`src/rtl/capPkg.sv`:
```
package capPkg;
  typedef enum logic [2:0] {
    ST_IDLE,
    ST_ARM,
    ST_ACTIVE,
    ST_REST,
    ST_HALT
  } capState_e;

  typedef struct packed {
    logic cntClear;
    logic cntLoad;
    logic cntRun;
    logic latchPulse;
    logic latchCycle;
  } capStrobe_t;
endpackage

```
`src/rtl/capSync.sv`:
```
module capSync #(
  parameter int STAGES = 2
) (
  input  logic clk,
  input  logic rstN,
  input  logic rawIn,
  input  logic fallStart,
  output logic startEdge,
  output logic endEdge
);
  localparam int LAST = STAGES;

  logic [LAST:0] pipe;
  logic synced;
  logic prev;
  logic rise;
  logic fall;

  always_ff @(posedge clk or negedge rstN) begin
    if (!rstN) pipe <= '0;
    else       pipe <= {pipe[LAST-1:0], rawIn};
  end

  assign synced = pipe[LAST-1];
  assign prev   = pipe[LAST];
  assign rise   = synced & ~prev;
  assign fall   = ~synced & prev;

  assign startEdge = fallStart ? fall : rise;
  assign endEdge   = fallStart ? rise : fall;
endmodule

```
`src/rtl/capCtrl.sv`:
```
module capCtrl
  import capPkg::*;
(
  input  logic       clk,
  input  logic       rstN,
  input  logic       enable,
  input  logic       dutyMode,
  input  logic       loopMode,
  input  logic       startEdge,
  input  logic       endEdge,
  input  logic       irqClear,
  output capStrobe_t strobe,
  output logic       done,
  output logic       busy,
  output logic       irqRaw,
  output logic       irqOverflow
);
  capState_e state;
  capState_e nxt;

  always_comb begin
    nxt    = state;
    strobe = '0;
    done   = 1'b0;
    if (!enable) begin
      nxt             = ST_IDLE;
      strobe.cntClear = 1'b1;
    end else begin
      case (state)
        ST_IDLE: nxt = ST_ARM;
        ST_ARM: begin
          if (startEdge) begin
            strobe.cntLoad = 1'b1;
            nxt            = ST_ACTIVE;
          end
        end
        ST_ACTIVE: begin
          strobe.cntRun = 1'b1;
          if (endEdge) begin
            strobe.latchPulse = 1'b1;
            if (dutyMode) begin
              nxt = ST_REST;
            end else begin
              done = 1'b1;
              nxt  = loopMode ? ST_ARM : ST_HALT;
            end
          end
        end
        ST_REST: begin
          strobe.cntRun = 1'b1;
          if (startEdge) begin
            strobe.latchCycle = 1'b1;
            done              = 1'b1;
            if (loopMode) begin
              strobe.cntLoad = 1'b1;
              nxt            = ST_ACTIVE;
            end else begin
              nxt = ST_HALT;
            end
          end
        end
        default: nxt = state;
      endcase
    end
  end

  always_ff @(posedge clk or negedge rstN) begin
    if (!rstN) begin
      state       <= ST_IDLE;
      irqRaw      <= 1'b0;
      irqOverflow <= 1'b0;
    end else begin
      state       <= nxt;
      irqRaw      <= done | (irqRaw & ~irqClear);
      irqOverflow <= (done & irqRaw & ~irqClear) | (irqOverflow & ~irqClear);
    end
  end

  assign busy = (state == ST_ACTIVE) || (state == ST_REST);
endmodule

```
`src/rtl/capDatapath.sv`:
```
module capDatapath
  import capPkg::*;
#(
  parameter int W = 16
) (
  input  logic         clk,
  input  logic         rstN,
  input  capStrobe_t   strobe,
  output logic [W-1:0] pulseWidth,
  output logic [W-1:0] cycleWidth
);
  localparam logic [W-1:0] CNT_MAX = {W{1'b1}};
  localparam logic [W-1:0] CNT_ONE = {{(W-1){1'b0}}, 1'b1};

  logic [W-1:0] count;

  always_ff @(posedge clk or negedge rstN) begin
    if (!rstN) begin
      count <= '0;
    end else if (strobe.cntClear) begin
      count <= '0;
    end else if (strobe.cntLoad) begin
      count <= CNT_ONE;
    end else if (strobe.cntRun && (count != CNT_MAX)) begin
      count <= count + CNT_ONE;
    end
  end

  always_ff @(posedge clk or negedge rstN) begin
    if (!rstN) begin
      pulseWidth <= '0;
      cycleWidth <= '0;
    end else begin
      if (strobe.latchPulse) pulseWidth <= count;
      if (strobe.latchCycle) cycleWidth <= count;
    end
  end
endmodule

```
`src/rtl/pulse_capture_unit.sv`:
```
module pulse_capture_unit
  import capPkg::*;
#(
  parameter int W           = 16,
  parameter int SYNC_STAGES = 2
) (
  input  logic         clk,
  input  logic         rstN,
  input  logic         enable,
  input  logic         dutyMode,
  input  logic         fallStart,
  input  logic         loopMode,
  input  logic         irqEn,
  input  logic         irqClear,
  input  logic         capIn,
  output logic [W-1:0] pulseWidth,
  output logic [W-1:0] cycleWidth,
  output logic         busy,
  output logic         irqRaw,
  output logic         irqOverflow,
  output logic         irq
);
  capStrobe_t strobe;
  logic startEdge;
  logic endEdge;
  logic done;

  capSync #(.STAGES(SYNC_STAGES)) u_sync (
    .clk(clk), .rstN(rstN), .rawIn(capIn), .fallStart(fallStart),
    .startEdge(startEdge), .endEdge(endEdge)
  );

  capCtrl u_ctrl (
    .clk(clk), .rstN(rstN), .enable(enable), .dutyMode(dutyMode),
    .loopMode(loopMode), .startEdge(startEdge), .endEdge(endEdge),
    .irqClear(irqClear), .strobe(strobe), .done(done), .busy(busy),
    .irqRaw(irqRaw), .irqOverflow(irqOverflow)
  );

  capDatapath #(.W(W)) u_dp (
    .clk(clk), .rstN(rstN), .strobe(strobe),
    .pulseWidth(pulseWidth), .cycleWidth(cycleWidth)
  );

  assign irq = irqRaw & irqEn;
endmodule

```
`config.mk`:
```
export PLATFORM = sky130hd
export DESIGN_NAME = pulse_capture_unit
export DESIGN_NICKNAME = d
export VERILOG_FILES = /design/src/rtl/capPkg.sv /design/src/rtl/capSync.sv /design/src/rtl/capCtrl.sv /design/src/rtl/capDatapath.sv /design/src/rtl/pulse_capture_unit.sv
export SDC_FILE = /design/constraint.sdc
export NUM_CORES = 1
export LEC_CHECK = 0
export CAP_MARGIN = 30
export CORE_AREA = 4 4 91 93
export CTS_CLUSTER_DIAMETER = 50
export DETAILED_ROUTE_END_ITERATION = 16
export DIE_AREA = 0 0 95 97
export HOLD_SLACK_MARGIN = 0.1
export PLACE_DENSITY_LB_ADDON = 0.3
export RECOVER_POWER = 100
export SYNTH_ARGS = -nofsm -noshare
export SYNTH_HDL_FRONTEND = slang
export SYNTH_SLANG_ARGS = --single-unit
```
`constraint.sdc`:
```
create_clock -name clk -period 2.5 [get_ports clk]
set_input_delay 0.5 -clock clk [delete_from_list [all_inputs] [get_ports clk]]
set_output_delay 0.5 -clock clk [all_outputs]
set_load 0.01 [all_outputs]
```
==> impl_metrics.toml, run 1 <==
[outcome]
status = "completed"

[route]
wirelength_um = 5250
wl_per_cell_um = 14.6
num_vias = 1825
viasPerCell = 5.08
drc = 0
dr.pass1.iters = 4
initialDrtViolationCount = 55
drtAntennaViolNets = 0

[sta]
max_freq_mhz = 450
relSlewSlack = 0.0457
drv_slew = 0
setup_viol = 0
finalHoldViolCount = 0
tightestPinTransition_ps = 1430
rsz0062_at_grt = "false"
holdWs_ps = 366
skew_ps = 5.12
period_needed_ps = 2220
period_share = 0.889

[synthesis]
synth_compound_area_frac = 0.0971
postSynthAreaPerCell_sq_um = 12.5
syn-num-nets = 216
yosys_warnings = 0
netlist_area_sq_um = 2580
synthMuxAreaShare = 0.158
synth_adder_area_share = 0.00485
synth_seq_cells = 56
synth-xor-area-share = 0.00340
synth_top_family_by_area = "multiplexers"
yosys.area_share.simple = 0.145
ys_seq_area_frac = 0.544
yosysUniqueCellTypes = 44
netlist_instances = 206

[cells_and_area]
finalInstanceArea_sq_um = 3160
drive_gt1_frac = 0.183
final_cell_mix = "56 x dfrtp_1, 37 x dlygate4sd3_1, 22 x mux2_2, 14 x a21oi_1, 10 x nand2_1"
diodes = 0
finalNetCount = 266
final_util = 0.420
final_common_cell = "dfrtp_1"
syn_to_final_growth_pct = 22.7
stdcell_count = 359

[place]
gp_congestion = 0.761
hpwl_um = 3820
placed_cell_area_sq_um = 3120
portBuffers = 44
placed_cells = 351

[clocking]
clock_path_buffers = 2
post_cts.repair.setup_buffers = 0
cts.repair.resized = 0
cts_hold_buf = 0
cts_sinks = 56
clk_pin_slew_ps = 100
cts_root_buf = "clkbuf_8"
cts.htree.levels = 2
cts_tree = "yes"
cts_buffers = 5
clock_latency_ps = 310

[setup_path]
endpoint_kind = "flop"
critical_path_class = "in2reg"
path_max_fanout = 10
cp-start-kind = "primary input"
worstPathRequired_ps = 2690
critical_path_arrival_ps = 2410

[job]
drv_cap = 0

[global_route]
grt_pass1_vias = 1833
antenna_found_initial = 0
grt.total_usage = 0.122
gr-total-overflow = 0
grt_pass1_wl_um = 8950
grt_max_degree = 28

[power]
vdd_drop_max_uv = 204
p_leak_nw = 1.49
powerDensity_nw_per_um2 = 473
finalPower_mw = 1.50

[floorplan]
die-height_um = 97
coreArea_sq_um = 7530
die_x_um = 95
fp.dieArea_sq_um = 9220
fp-row-count = 32
start_util = 0.342
ioPinCount = 45

[min_path]
min_path_type = "reg2reg"
flip-flops by register name, indices dropped and copies added, names as in the netlist:
register,flops
u_ctrl.irqOverflow,1
u_ctrl.irqRaw,1
u_ctrl.state,3
u_dp.count,16
u_dp.cycleWidth,16
u_dp.pulseWidth,16
u_sync.pipe,3
layer usage:
metal | track usage | wire length, um | vias to the layer above
li1 | - | - | 870
met1 | 0.163 | 2430 | 909
met2 | 0.194 | 2520 | 41
met3 | 0.0319 | 260 | 5
met4 | 0.0333 | 46 | 0
met5 | 0 | 0 | -
per-stage QoR:
step	setup TNS, ps	setup slack [ps]
2_1_floorplan	0	681
5_1_grt	0	181
4_1_cts	0	267
6_report	0	278
3_3_place_gp	-246	-16.4
3_5_place_dp	-1060	-79.3
synthesized netlist by cell type:
cell	number	share of area
mux2_2	22	0.096
or4_1	7	0.020
and3b_1	2	0.0068
nand2b_1	2	0.0049
a31oi_1	1	0.0024
and4_1	3	0.010
nor2_1	5	0.0073
o211ai_1	1	0.0029
nand3_1	5	0.0097
nand4_1	4	0.0097
or3_1	6	0.015
dfrtp_1	56	0.54
o31ai_1	8	0.023
and2b_1	1	0.0029
inv_1	4	0.0058
a21o_1	1	0.0029
a21oi_1	14	0.027
o221a_2	2	0.0087
nand2_1	10	0.015
and4b_1	1	0.0039
clkbuf_1	2	0.0029
o41ai_1	1	0.0034
nor3b_1	1	0.0029
nand4_2	1	0.0049
o21ai_0	7	0.014
and2_1	2	0.0049
buf_2	2	0.0039
nand3b_1	2	0.0058
nor2_2	1	0.0024
and3_1	1	0.0024
buf_4	3	0.0087
and3_2	1	0.0029
o22ai_1	1	0.0024
buf_6	6	0.026
nand2_2	1	0.0024
and4bb_2	1	0.0049
mux2i_1	1	0.0039
o32ai_1	1	0.0034
nor4_1	1	0.0024
o2111ai_1	2	0.0068
ha_1	1	0.0049
and4_4	1	0.0044
xor2_1	1	0.0034
mux2_4	10	0.058
worst max-delay path, cell delays in order:
cell             delay [ps]
clkdlybuf4s50_1         420
clkbuf_4                140
nor3b_1                 290
nor2_1                   70
or3_1                   340
clkbuf_2                260
mux2_1                  370
worst paths after layout:
check | from | to | slack [ps] | cells after the start
min | u_sync.pipe[0] | u_sync.pipe[1] | 370 | 0
min in group asynchronous | rstN | u_dp.pulseWidth[10] | 510 | 1
max in group asynchronous | rstN | u_dp.cycleWidth[12] | 820 | 2
max | fallStart | u_dp.pulseWidth[9] | 280 | 7
max reg2reg | u_dp.count[0] | u_dp.count[11] | 320 | 5
min reg2reg | u_sync.pipe[0] | u_sync.pipe[1] | 370 | 0
area by class of cell:
cell class | count | area, sq um
Clock buffer | 5 | 68.8
Timing Repair Buffer | 56 | 508
Sequential cell | 56 | 1400
Multi-Input combinational cell | 133 | 1020
Clock inverter | 3 | 23.8
Tap cell | 102 | 128
Fill cell | 777 | 4370
Inverter | 4 | 15.0
cell families after synthesis:
family	after synthesis
flops	56
mux	33
compound gates	39
xor+xnor	1
simple gates	59
fa+ha+maj	1
buf+inv	17
power by group:
part	internal, mW	switching, mW
registers	0.914	0.00855
logic	0.0347	0.0467
clock network	0.199	0.294
total	1.15	0.349
(Power assumes the default switching activity.)
==> run 2: changes to the inputs <==
CORE_AREA = 4 4 76 78   (was 4 4 91 93)
DIE_AREA = 0 0 80 82   (was 0 0 95 97)
==> impl_metrics.toml, run 2 (synthesis results as in run 1) <==
[route]
top_layer_used = "met4"
met2_length_um = 2440
drc = 0
drtAntennaViolNets = 0
viasPerCell = 5.62
wirelength_um = 4860
wl_met1_um = 2170
initialDrtViolationCount = 90
dr.pass1.iters = 4
wl_per_cell_um = 14.9
route.met3.wl_um = 190
num_vias = 1839

[setup_path]
critical_path_arrival_ps = 2420
path_max_fanout = 7
critPathMaxStageDelay_ps = 430
worstPathRequired_ps = 2690
endpoint_kind = "flop"
ff2ff_setup_slack_ps = 340
critical_path_class = "in2reg"
crit_chain = "clkdlybuf4s50_1 -> clkbuf_4 -> nor3b_1 -> nor2_1 -> or3_1 -> clkbuf_1 -> mux2_1"
cp-start-kind = "primary input"
slowest_stage = "clkdlybuf4s50_1"

[clocking]
clock_latency_ps = 310
clock_path_buffers = 2
cts_root_buf = "clkbuf_8"
cts_sinks = 56
cts.htree.levels = 2
cts_buffers = 5
cts_tree = "yes"
clk_pin_slew_ps = 100
cts.repair.resized = 0

[global_route]
grt_max_degree = 26
antenna_found_initial = 0
grt_pass1_wl_um = 8780
grt_pass1_vias = 1866
gr-total-overflow = 0
grt.total_usage = 0.172

[cells_and_area]
finalNetCount = 266
finalInstanceArea_sq_um = 3190
nFillCells = 425
drive_gt1_frac = 0.183
diodes = 0
reg_top3 = "u_dp.count: 16 flops, u_dp.cycleWidth: 16 flops, u_dp.pulseWidth: 16 flops"
final_cell_mix = "56 x dfrtp_1, 39 x dlygate4sd3_1, 22 x mux2_2, 14 x a21oi_1, 10 x nand2_1"
syn_to_final_growth_pct = 23.8
final_common_cell = "dfrtp_1"

[power]
vdd_drop_max_uv = 303
p_leak_nw = 1.53
powerDensity_nw_per_um2 = 561
finalPower_mw = 1.79

[sta]
max_freq_mhz = 449
period_needed_ps = 2230
setup_viol = 0
tightestPinTransition_ps = 798
relSlewSlack = 0.468
holdWs_ps = 363
rsz0062_at_grt = "false"
finalHoldViolCount = 0
skew_ps = 8.89
drv_slew = 0
period_share = 0.892

[floorplan]
fp.dieArea_sq_um = 6560
coreArea_sq_um = 5070
fp-row-count = 26
ioPinCount = 45
die_x_um = 80
start_util = 0.508
die-height_um = 82

[place]
portBuffers = 44
placed_cell_area_sq_um = 3080
gp_congestion = 0.787
hpwl_um = 3510

[outcome]
status = "completed"

[min_path]
min_path_type = "reg2reg"

[job]
drv_cap = 0
run 2: cell types whose count changed in the layout (fill, tap and decap cells not counted), sizes merged:
cell | previous run | this run
bufinv | 0 | 3
clkinvlp | 2 | 0
dlygate4sd3 | 37 | 39
buf | 6 | 5
clkdlybuf4s50 | 6 | 5
clkinv | 1 | 0
run 2: critical path, delay by kind of cell:
family                 cells  cell delay, ps
multiplexers               1             370
buffers and inverters      3             820
AND/OR/NAND/NOR            3             740
run 2: path summary, 6_finish.rpt:
check | from | endpoint | cells after the start
max | fallStart | u_dp.pulseWidth[6] | 7
min | u_sync.pipe[0] | u_sync.pipe[1] | 0
max reg2reg | u_dp.count[0] | u_dp.count[11] | 5
min reg2reg | u_sync.pipe[0] | u_sync.pipe[1] | 0
max in group asynchronous | rstN | u_dp.pulseWidth[3] | 3
min in group asynchronous | rstN | u_dp.pulseWidth[14] | 2
run 2: area by class of cell:
cell class	instances	area, sq um	share of cell area
sequential	56	1400	0.439
tap	70	87.6	0.0274
clock buffer	5	68.8	0.0216
clock inverter	3	90.1	0.0282
multi-input combinational	133	1020	0.319
inverter	4	15.0	0.00470
timing repair buffer	56	512	0.160
run 2: power breakdown:
group / switching, mW / internal [mW] / leakage [nW]
sequential: 0.00866 / 0.914 / 0.773
clock: 0.286 / 0.500 / 0.0784
combinational: 0.0475 / 0.0355 / 0.678
total: 0.342 / 1.45 / 1.53
run 2: layer usage:
metal  global-route usage  up-vias
li1                     -      866
met1                0.220      926
met2                0.293       42
met3               0.0373        5
met4               0.0507        0
met5                    0        -
run 2: what timing repair did:
action	in CTS	in global routing
hold buffers	1	0
setup buffers	0	0
endpoints found under the hold margin	13	0
run 2: through the flow:
step / cells / utilization / setup slack [ps] / TNS (ps)
2_1_floorplan: 206 / - / 681 / 0
3_3_place_gp: 318 / 0.606 / 7.09 / 0
3_5_place_dp: 318 / 0.606 / -42.9 / -515
4_1_cts: 327 / 0.639 / 292 / 0
5_1_grt: 327 / 0.629 / 140 / 0
6_report: 327 / 0.629 / 271 / 0
==> run 3: changes to the inputs <==
CORE_AREA = 4 4 80 82   (was 4 4 76 78)
DIE_AREA = 0 0 84 86   (was 0 0 80 82)
clock period = 2 ns   (was 2.5 ns; I/O delays follow)
==> impl_metrics.toml, run 3 (synthesis results as in run 1) <==
[setup_path]
slowest_stage = "clkdlybuf4s50_1"
critical_path_class = "reg2out"
path_max_fanout = 3
endpoint_kind = "primary output"
critPathMaxStageDelay_ps = 550
critPathTopFamily = "buffers and inverters"
critical_path_arrival_ps = 1510
crit_chain = "and2b_1 -> clkdlybuf4s50_1"
cp-start-kind = "flop"
path_buf_inv = 1
worstPathRequired_ps = 1600

[clocking]
cts_buffers = 5
clock_path_buffers = 2
cts_tree = "yes"
cts_root_buf = "clkbuf_8"
cts.repair.resized = 0
clk_pin_slew_ps = 90
cts_sinks = 56
clock_latency_ps = 310
cts.htree.levels = 2

[route]
wl_per_cell_um = 15.2
num_vias = 1877
wl_met1_um = 2380
wirelength_um = 5190
initialDrtViolationCount = 87
drc = 0
drtAntennaViolNets = 0
viasPerCell = 5.49
top_layer_used = "met4"
met2_length_um = 2500
route.met3.wl_um = 206
dr.pass1.iters = 4

[place]
placed_cells = 332
hpwl_um = 3650
portBuffers = 44
gp_congestion = 0.828
pre_cts_slack_ps = -157
placed_cell_area_sq_um = 3160

[cells_and_area]
drive_gt1_frac = 0.232
final_cell_mix = "56 x dfrtp_1, 36 x dlygate4sd3_1, 22 x mux2_2, 14 x a21oi_1, 14 x buf_4"
reg_top3 = "u_dp.count: 16 flops, u_dp.cycleWidth: 16 flops, u_dp.pulseWidth: 16 flops"
syn_to_final_growth_pct = 26.2
final_util = 0.566
stdcell_count = 342
diodes = 0
final_common_cell = "dfrtp_1"
finalNetCount = 276
finalInstanceArea_sq_um = 3250

[sta]
relSlewSlack = 0.496
worst_slack_ps = 88.5
rsz0062_at_grt = "false"
skew_ps = 5.55
setup_tns_ps = 0
holdWs_ps = 367
period_needed_ps = 1910
setup_viol = 0
max_freq_mhz = 523
finalHoldViolCount = 0
tightestPinTransition_ps = 756
drv_slew = 0
period_share = 0.956

[global_route]
gr-total-overflow = 0
antenna_found_initial = 0
grt_pass1_vias = 1896
grt_pass1_wl_um = 9160
grt.total_usage = 0.156
grt_max_degree = 57

[power]
p_leak_nw = 1.57
finalPower_mw = 2.06
vdd_drop_max_uv = 461
powerDensity_nw_per_um2 = 634

[floorplan]
fp-row-count = 28
coreArea_sq_um = 5750
start_util = 0.449
die-height_um = 86
ioPinCount = 45
die_x_um = 84
fp.dieArea_sq_um = 7220

[job]
drv_cap = 0

[min_path]
min_path_type = "reg2reg"

[outcome]
status = "completed"
-- run 3: power breakdown --
part           internal, mW  total [mW]  switching, mW
clock                 0.442       0.798          0.356
sequential             1.14        1.15        0.00894
combinational        0.0505       0.113         0.0620
-- run 3: timing repair --
action                                  CTS  global route
endpoints found under the hold margin    56             0
hold buffers                              1             0
endpoints found under the setup margin    1             0
setup buffers                             1             0
-- run 3: path summary, 6_finish.rpt --
path | start | to | slack (ps) | cells past startpoint
max | u_ctrl.state[2] | busy | 90 | 2
min | u_sync.pipe[0] | u_sync.pipe[1] | 370 | 0
max reg2reg | u_ctrl.state[2] | u_dp.count[9] | 140 | 5
min reg2reg | u_sync.pipe[0] | u_sync.pipe[1] | 370 | 0
max in group asynchronous | rstN | u_dp.pulseWidth[9] | 700 | 3
min in group asynchronous | rstN | u_dp.pulseWidth[14] | 790 | 3
-- run 3: per-layer routing --
metal,track usage,up-vias
li1,-,892
met1,0.207,940
met2,0.259,35
met3,0.0298,10
met4,0.0541,0
met5,0,-
-- run 3: worst register-to-register path, stage by stage (launching register included) --
cell     delay, ps
dfrtp_1        400
buf_4          160
and3b_1        250
nand4_2        260
or4_1          580
a21oi_1        150
-- run 3: final cells by class --
type                            instances  area (sq um)
Tap cell                               75          93.8
Inverter                                4          15.0
Fill cell                             512          2490
Sequential cell                        56          1400
Multi-Input combinational cell        133          1030
Clock buffer                            7          96.3
Timing Repair Buffer                   66           589
Clock inverter                          1          30.0
